`config.mk`:
```
export PLATFORM = sky130hd
export DESIGN_NAME = burst_lat_ctrl
export DESIGN_NICKNAME = d
export VERILOG_FILES = /design/src/rtl/burst_lat_pkg.sv /design/src/rtl/burst_lat_cfg.sv /design/src/rtl/burst_lat_timer.sv /design/src/rtl/burst_lat_addr.sv /design/src/rtl/burst_lat_ctrl.sv
export SDC_FILE = /design/constraint.sdc
export NUM_CORES = 1
export LEC_CHECK = 0
export CAP_MARGIN = 20
export CORE_MARGIN = 3
export CORE_UTILIZATION = 52
export CTS_BUF_LIST = sky130_fd_sc_hd__clkbuf_4 sky130_fd_sc_hd__clkbuf_8
export CTS_CLUSTER_DIAMETER = 60
export CTS_CLUSTER_SIZE = 24
export DETAILED_ROUTE_END_ITERATION = 8
export GPL_ROUTABILITY_DRIVEN = 0
export MAX_ROUTING_LAYER = met4
export PLACE_DENSITY = 0.8
export SLEW_MARGIN = 10
export SYNTH_ARGS = -nofsm -noshare
export SYNTH_HDL_FRONTEND = slang
export SYNTH_SLANG_ARGS = --single-unit
```
`constraint.sdc`:
```
create_clock -name clk -period 2.8 [get_ports clk]
set_input_delay 0.56 -clock clk [delete_from_list [all_inputs] [get_ports clk]]
set_output_delay 0.56 -clock clk [all_outputs]
set_load 0.02 [all_outputs]
```
`src/rtl/burst_lat_pkg.sv`:
```
package burst_lat_pkg;

    typedef enum logic [1:0] {
        MODE_LINEAR = 2'b00,
        MODE_WRAP8  = 2'b01,
        MODE_WRAP16 = 2'b10,
        MODE_WRAP32 = 2'b11
    } burst_mode_e;

    localparam int DEFAULT_CYCLES  = 7;
    localparam int MIN_CYCLES      = 2;
    localparam int LAST_VALID_CODE = 5;
    localparam int EDGE_PENALTY    = 2;
    localparam logic [5:0] EDGE_LOW_START = 6'h3E;

endpackage

```
`src/rtl/burst_lat_cfg.sv`:
```
module burst_lat_cfg
    import burst_lat_pkg::*;
#(
    parameter int CW = 4
) (
    input  logic          clk,
    input  logic          rst_n,
    input  logic          cfg_we,
    input  logic [2:0]    cfg_code,
    output logic [CW-1:0] setting
);

    typedef struct packed {
        logic [CW-1:0] cyc;
    } cfg_state_t;

    cfg_state_t st_d, st_q;

    always_comb begin
        st_d = st_q;
        if (cfg_we && (cfg_code <= 3'(LAST_VALID_CODE))) begin
            st_d.cyc = CW'(cfg_code) + CW'(MIN_CYCLES);
        end
    end

    always_ff @(posedge clk or negedge rst_n) begin
        if (!rst_n) begin
            st_q.cyc <= CW'(DEFAULT_CYCLES);
        end else begin
            st_q <= st_d;
        end
    end

    assign setting = st_q.cyc;

    AST_SETTING_RANGE: assert property (@(posedge clk) disable iff (!rst_n)
        (setting >= CW'(MIN_CYCLES)) && (setting <= CW'(DEFAULT_CYCLES)));

    AST_RESERVED_KEEP: assert property (@(posedge clk) disable iff (!rst_n)
        (cfg_we && cfg_code > 3'(LAST_VALID_CODE)) |=> $stable(setting));

endmodule

```
`src/rtl/burst_lat_timer.sv`:
```
module burst_lat_timer
    import burst_lat_pkg::*;
#(
    parameter int CW = 4
) (
    input  logic          clk,
    input  logic          rst_n,
    input  logic          start,
    input  logic [CW-1:0] base_cyc,
    input  logic          near_edge,
    output logic          ready,
    output logic          advance
);

    typedef struct packed {
        logic          act;
        logic          early;
        logic [CW-1:0] cnt;
        logic [CW-1:0] tot;
    } tmr_state_t;

    tmr_state_t st_d, st_q;

    always_comb begin
        st_d = st_q;
        if (start) begin
            st_d.act   = 1'b1;
            st_d.early = (base_cyc > CW'(MIN_CYCLES));
            st_d.cnt   = '0;
            st_d.tot   = base_cyc + (near_edge ? CW'(EDGE_PENALTY) : CW'(0));
        end else if (st_q.act && (st_q.cnt != st_q.tot)) begin
            st_d.cnt = st_q.cnt + CW'(1);
        end
    end

    always_ff @(posedge clk or negedge rst_n) begin
        if (!rst_n) begin
            st_q <= '0;
        end else begin
            st_q <= st_d;
        end
    end

    assign ready   = st_q.act && (st_q.cnt >= (st_q.tot - CW'(st_q.early)));
    assign advance = st_q.act && (st_q.cnt == st_q.tot);

    AST_READY_HOLD: assert property (@(posedge clk) disable iff (!rst_n)
        (ready && !start) |=> ready);

    AST_START_CLEARS: assert property (@(posedge clk) disable iff (!rst_n)
        start |=> !ready);

    AST_READY_BEFORE_STEP: assert property (@(posedge clk) disable iff (!rst_n)
        (advance && !start) |-> ready);

endmodule

```
`src/rtl/burst_lat_addr.sv`:
```
module burst_lat_addr
    import burst_lat_pkg::*;
#(
    parameter int AW = 16
) (
    input  logic          clk,
    input  logic          rst_n,
    input  logic          start,
    input  logic [AW-1:0] start_addr,
    input  logic [1:0]    mode,
    input  logic          advance,
    output logic [AW-1:0] word_addr
);

    typedef struct packed {
        logic [AW-1:0] addr;
        burst_mode_e   mode;
    } adr_state_t;

    adr_state_t st_d, st_q;

    function automatic logic [AW-1:0] group_mask(burst_mode_e m);
        case (m)
            MODE_WRAP8:  return AW'(7);
            MODE_WRAP16: return AW'(15);
            MODE_WRAP32: return AW'(31);
            default:     return '1;
        endcase
    endfunction

    logic [AW-1:0] mask;
    logic [AW-1:0] stepped;

    always_comb begin
        mask    = group_mask(st_q.mode);
        stepped = (st_q.addr & ~mask) | ((st_q.addr + AW'(1)) & mask);
        st_d    = st_q;
        if (start) begin
            st_d.addr = start_addr;
            st_d.mode = burst_mode_e'(mode);
        end else if (advance) begin
            st_d.addr = stepped;
        end
    end

    always_ff @(posedge clk or negedge rst_n) begin
        if (!rst_n) begin
            st_q.addr <= '0;
            st_q.mode <= MODE_LINEAR;
        end else begin
            st_q <= st_d;
        end
    end

    assign word_addr = st_q.addr;

    AST_WRAP_NO_CROSS: assert property (@(posedge clk) disable iff (!rst_n)
        (advance && !start && st_q.mode != MODE_LINEAR)
        |=> (word_addr[AW-1:6] == $past(word_addr[AW-1:6])));

    AST_HOLD_IDLE: assert property (@(posedge clk) disable iff (!rst_n)
        (!advance && !start) |=> $stable(word_addr));

endmodule

```
`src/rtl/burst_lat_ctrl.sv`:
```
module burst_lat_ctrl
    import burst_lat_pkg::*;
#(
    parameter int AW = 16,
    parameter int CW = 4
) (
    input  logic          clk,
    input  logic          rst_n,
    input  logic          cfg_we,
    input  logic [2:0]    cfg_code,
    input  logic          start,
    input  logic [AW-1:0] start_addr,
    input  logic [1:0]    mode,
    output logic [AW-1:0] word_addr,
    output logic          ready
);

    logic [CW-1:0] setting;
    logic          near_edge;
    logic          advance;

    assign near_edge = (start_addr[5:0] >= EDGE_LOW_START);

    burst_lat_cfg #(.CW(CW)) u_cfg (
        .clk      (clk),
        .rst_n    (rst_n),
        .cfg_we   (cfg_we),
        .cfg_code (cfg_code),
        .setting  (setting)
    );

    burst_lat_timer #(.CW(CW)) u_timer (
        .clk       (clk),
        .rst_n     (rst_n),
        .start     (start),
        .base_cyc  (setting),
        .near_edge (near_edge),
        .ready     (ready),
        .advance   (advance)
    );

    burst_lat_addr #(.AW(AW)) u_addr (
        .clk        (clk),
        .rst_n      (rst_n),
        .start      (start),
        .start_addr (start_addr),
        .mode       (mode),
        .advance    (advance),
        .word_addr  (word_addr)
    );

    AST_READY_AFTER_START: assert property (@(posedge clk) disable iff (!rst_n)
        $rose(ready) |-> !start);

endmodule

```
# Word-level counts from Yosys, hierarchy flattened
# Cells that the tools add are included.
# classes
eq_ne	5
n_addsub	5
n_reduce_logical	6
n_lt_le_gt_ge	4
mux	6
n_bitwise	4
# ops
cell	count
$pmux 16 s3	1
$and 16x16->16	2
$mux 16	2
$add 16x1->16 const B	1
$not 16->16	1
$or 16x16->16	1
$mux 4	2
$ge 6x6->1 const B	1
$add 3x2->4 const B	1
$add 4x1->4 const B	1
$add 4x4->4	1
$eq 2x2->1 const B	2
$eq 4x4->1	1
$ge 4x4->1	1
$gt 4x2->1 const B	1
$logic_and 1x1->1	4
$ne 4x4->1	1
$reduce_bool 2->1	2
$sub 4x1->4	1
$le 3x3->1 const B	1
$eq 2x1->1 const B	1
$mux 2	1
# word_totals
output_inout_bits	17
ff_bits	32

# Longest topological paths before layout
# depth
depth_word	7
ltp_mapped	9
mapped_depth_nobuf	9

# Hierarchy
# Synthesis repeated with hierarchy kept, for this count alone.
# unflattened
hier_cells	212
area_unflattened_um2	2035.7
# by_module_without_submodules
module	area_per_inst_um2	seq_area_each_um2	cells_each	instances
burst_lat_addr	1138.6	450.4	129	1
burst_lat_timer	663.1	250.2	65	1
burst_lat_cfg	221.5	103.8	15	1
burst_lat_ctrl	12.5	0.0	3	1

# Worst setup path after synthesis
# No wires, ideal clock.
# synth_timing
kind	register to output
startpoint	register u_timer.st_q[0] (netlist bit)
endpoint	output port ready
slack_ns	0.548
t_arrival_ns	1.692
stages_incl_launch_ff	9
cell_sequence	dfrtp_1 > inv_1 > ha_1 > ha_1 > ha_1 > a21o_1 > a21o_1 > a21oi_1 > nor2_1
# synth_between
elab_chain_cells	3
# synth_lines
element	line_no	text
from (decl)	burst_lat_timer.sv:22	tmr_state_t st_d, st_q;
from (signal assigned)	burst_lat_timer.sv:40	st_q <= st_d;
$sub 4x1->4	burst_lat_timer.sv:44	assign ready = st_q.act && (st_q.cnt >= (st_q.tot - CW'(st_q.early)));
$ge 4x4->1	burst_lat_timer.sv:44	
$logic_and 1x1->1	burst_lat_timer.sv:44	
to (decl)	burst_lat_ctrl.sv:15	output logic ready
# No other way between the ends.

# Worst setup path in the final report
# Ends and elaborated chain as after synthesis.

==> impl_metrics.toml <==
[synth]
netlist-cell-type-count = 37
yosysWarningCount = 0
synth-edff-count = 0
synth_largest_area_cell = "dfrtp_1"
yosys.area.top_type_share_pct = 34.54
syn_inst = 212
ys_seq_area_share_pct = 38.30
ys_seq_elements = 32
yosys_most_used_dff = "dfrtp_1"
synthTopCellsByArea = "dfrtp_1 (35%), ha_1 (8.3%), buf_4 (6.1%)"
syn_area_um2 = 2101
async_flop_share_pct = 100.0
avgSynthCellArea_um2 = 9.909
synth_nets = 251

[sta]
maxSlewViolCount = 0
finalCritPeriodShare_pct = 94.21
worstMarginPinSlew_ns = 0.4420
min_period_ns = 2.638
hold_viol = 0
skew_ns = 0.008303
rsz0062_at_grt = "no"
max-slew-margin-rel_pct = 70.53
setup_viol = 0
fmax_mhz = 379.1
final.setup.tns_ns = 0

[critical_path]
cp.arrival_ns = 2.08
reg2reg_from = "u_timer.st_q[9]"
slowest_delay_ns = 0.34
path_class = "reg2out"
cp-start-kind = "register"
critPathMaxFanout = 2
critPathRequiredTime_ns = 2.24
reg2reg_depth = 5
cp_slowest_cell = "dfrtp_1"
path_common_cell = "ha_1"
endpoint_kind = "output pin"
r2r_slack_ns = 0.83
crit_chain = "inv_1 > ha_1 > ha_1 > ha_1 > a21o_1 > a21o_1 > a21oi_1 > nor2_1 > clkbuf_2"

[outcome]
status = "completed"

[route]
dr.pass1.iters = 4
drt_iter0_drc = 48
routed_wl_um = 3891
antenna_left = 0
vias = 1502
post_drt_wl_per_cell_um = 13.42
via_per_inst = 5.179
drc_errors = 0

[clock_network]
htree_levels = 2
cts-hold-fix-buffers = 0
ctsRootBufferMaster = "clkbuf_8"
path_clk_slew_ns = 0.06
post-cts-setup-buffer-count = 0
cts.sinks = 32
numCtsBuffers = 5
cts_buffer_depth = 2
clock_latency_ns = 0.27
cts_tree = "done"

[die]
die_area_um2 = 4839
io_pins = 42
core_um2 = 3771
start_util_pct = 55.71
die_w_um = 69.56
die_h_um = 69.56
rows = 22

[place]
dp_hpwl_um = 2910
io_buffers = 41

[worst_hold_path]
min_path_cells = 2
hold_start = "u_cfg.setting[2]"
holdPathEnd = "u_cfg.setting[2]"
hp-class = "reg2reg"

[power]
ir_drop_mv = 0.3670
p_leak_nw = 1.068
pwr_density_cell_nw_per_um2 = 595.5
finalPower_w = 0.001507

[grt]
grt_pass1_wl_um = 6686
antenna_found_initial = 0
track_usage_pct = 17.43
grt_max_degree = 49
grt_pass1_vias = 1437
grt_overflow = 0

[layout]
nets = 280
diodes = 0
layout-drive-gt1-share_pct = 17.36
fill_cells = 311
area.growth.synth_to_final_pct = 20.43

[run]
maxCapViolations = 0
## worst max-delay path: cells and delay by family (launching register included)
kind                     cells  cell delay (ns)
buffers and inverters        2             0.21
flip-flops                   1             0.34
adder cells (fa/ha/maj)      3             0.75
AND/OR/NAND/NOR              1             0.05
AO/OA/AOI/OAI                3             0.46
## power by group
group	total [W]	switching [W]	internal (W)
Sequential	0.000625	0.0000926	0.000533
Clock	0.000358	0.000153	0.000205
Combinational	0.000523	0.000255	0.000268
## worst max-delay path by stage
stage	to	from	slack [ns]	cells past startpoint
6_report	ready	u_timer.st_q[0]	0.16	9
5_1_grt	ready	u_timer.st_q[0]	0.05	9
4_1_cts	ready	u_timer.st_q[0]	0.02	9
3_5_place_dp	ready	u_timer.st_q[0]	0.08	9
3_3_place_gp	ready	u_timer.st_q[0]	0.09	9
2_1_floorplan	ready	u_timer.st_q[0]	0.55	8
## metrics by stage
step	area (um2)	std cells	hold slack [ns]	worst slack, ns	utilization, %
finish	2530	290	0.4977	0.1620	67.09
global route	2530	290	0.5413	0.04857	67.09
CTS	2535	290	0.5015	0.01507	67.22
detailed placement	2444	282	0.4930	0.07540	64.80
global placement	2444	282	0.4874	0.09010	64.80
floorplan	2101	212	0.2644	0.5481	-
## cell families (layout without fill, tap and decap cells)
family / Yosys count / count (layout) / share of synthesized area [%]
AOI/OAI and AO/OA: 29 / 29 / 7.444
xor gates and xnor gates: 23 / 23 / 11.02
adders and majority gates: 14 / 14 / 8.338
buffers and inverters: 34 / 64 / 9.470
DFF: 32 / 32 / 38.30
muxes: 8 / 8 / 4.228
and+or+nand+nor: 72 / 72 / 21.20
## per-layer routing
layer | vias to the layer above | wire length (um) | GRT usage (%)
li1 | 762 | - | -
met1 | 698 | 1710 | 20.92
met2 | 40 | 1952 | 29.66
met3 | 2 | 205 | 4.348
met4 | 0 | 22 | 3.688
met5 | - | 0 | -
## cells in the mapped netlist, types with 4 or more instances
cell,instances
nand3_1,8
buf_4,17
nor3_2,4
xor2_1,6
o21ai_0,11
nor4_2,4
xnor2_1,13
ha_1,14
mux2_2,6
inv_1,11
a21oi_1,5
nor2_1,11
xnor2_2,4
dfrtp_1,29
o21ai_1,9
nand2_1,26
clkbuf_1,5
## cell type report
type	count	area, um2	area share [%]
Multi-Input combinational cell	146	1097	43.37
Tap cell	48	60.06	2.374
Timing Repair Buffer	45	435.4	17.21
Clock buffer	8	91.34	3.610
Inverter	11	41.29	1.632
Sequential cell	32	804.5	31.80
## cell usage in the layout (no fill, tap or decap), types with 8 or more instances in the layout
cell type / netlist / final
o21ai_1: 9 / 9
o21ai_0: 11 / 11
dfrtp_1: 29 / 29
ha_1: 14 / 14
xnor2_1: 13 / 13
nor2_1: 11 / 11
nand2_1: 26 / 26
inv_1: 11 / 11
clkdlybuf4s50_1: 0 / 40
nand3_1: 8 / 8
## repair_timing
item	CTS	global route
hold endpoints to repair	0	0
resized for setup	2	1
cloned	0	0
endpoints found under the setup margin	1	1
(Power assumes the default switching activity.)
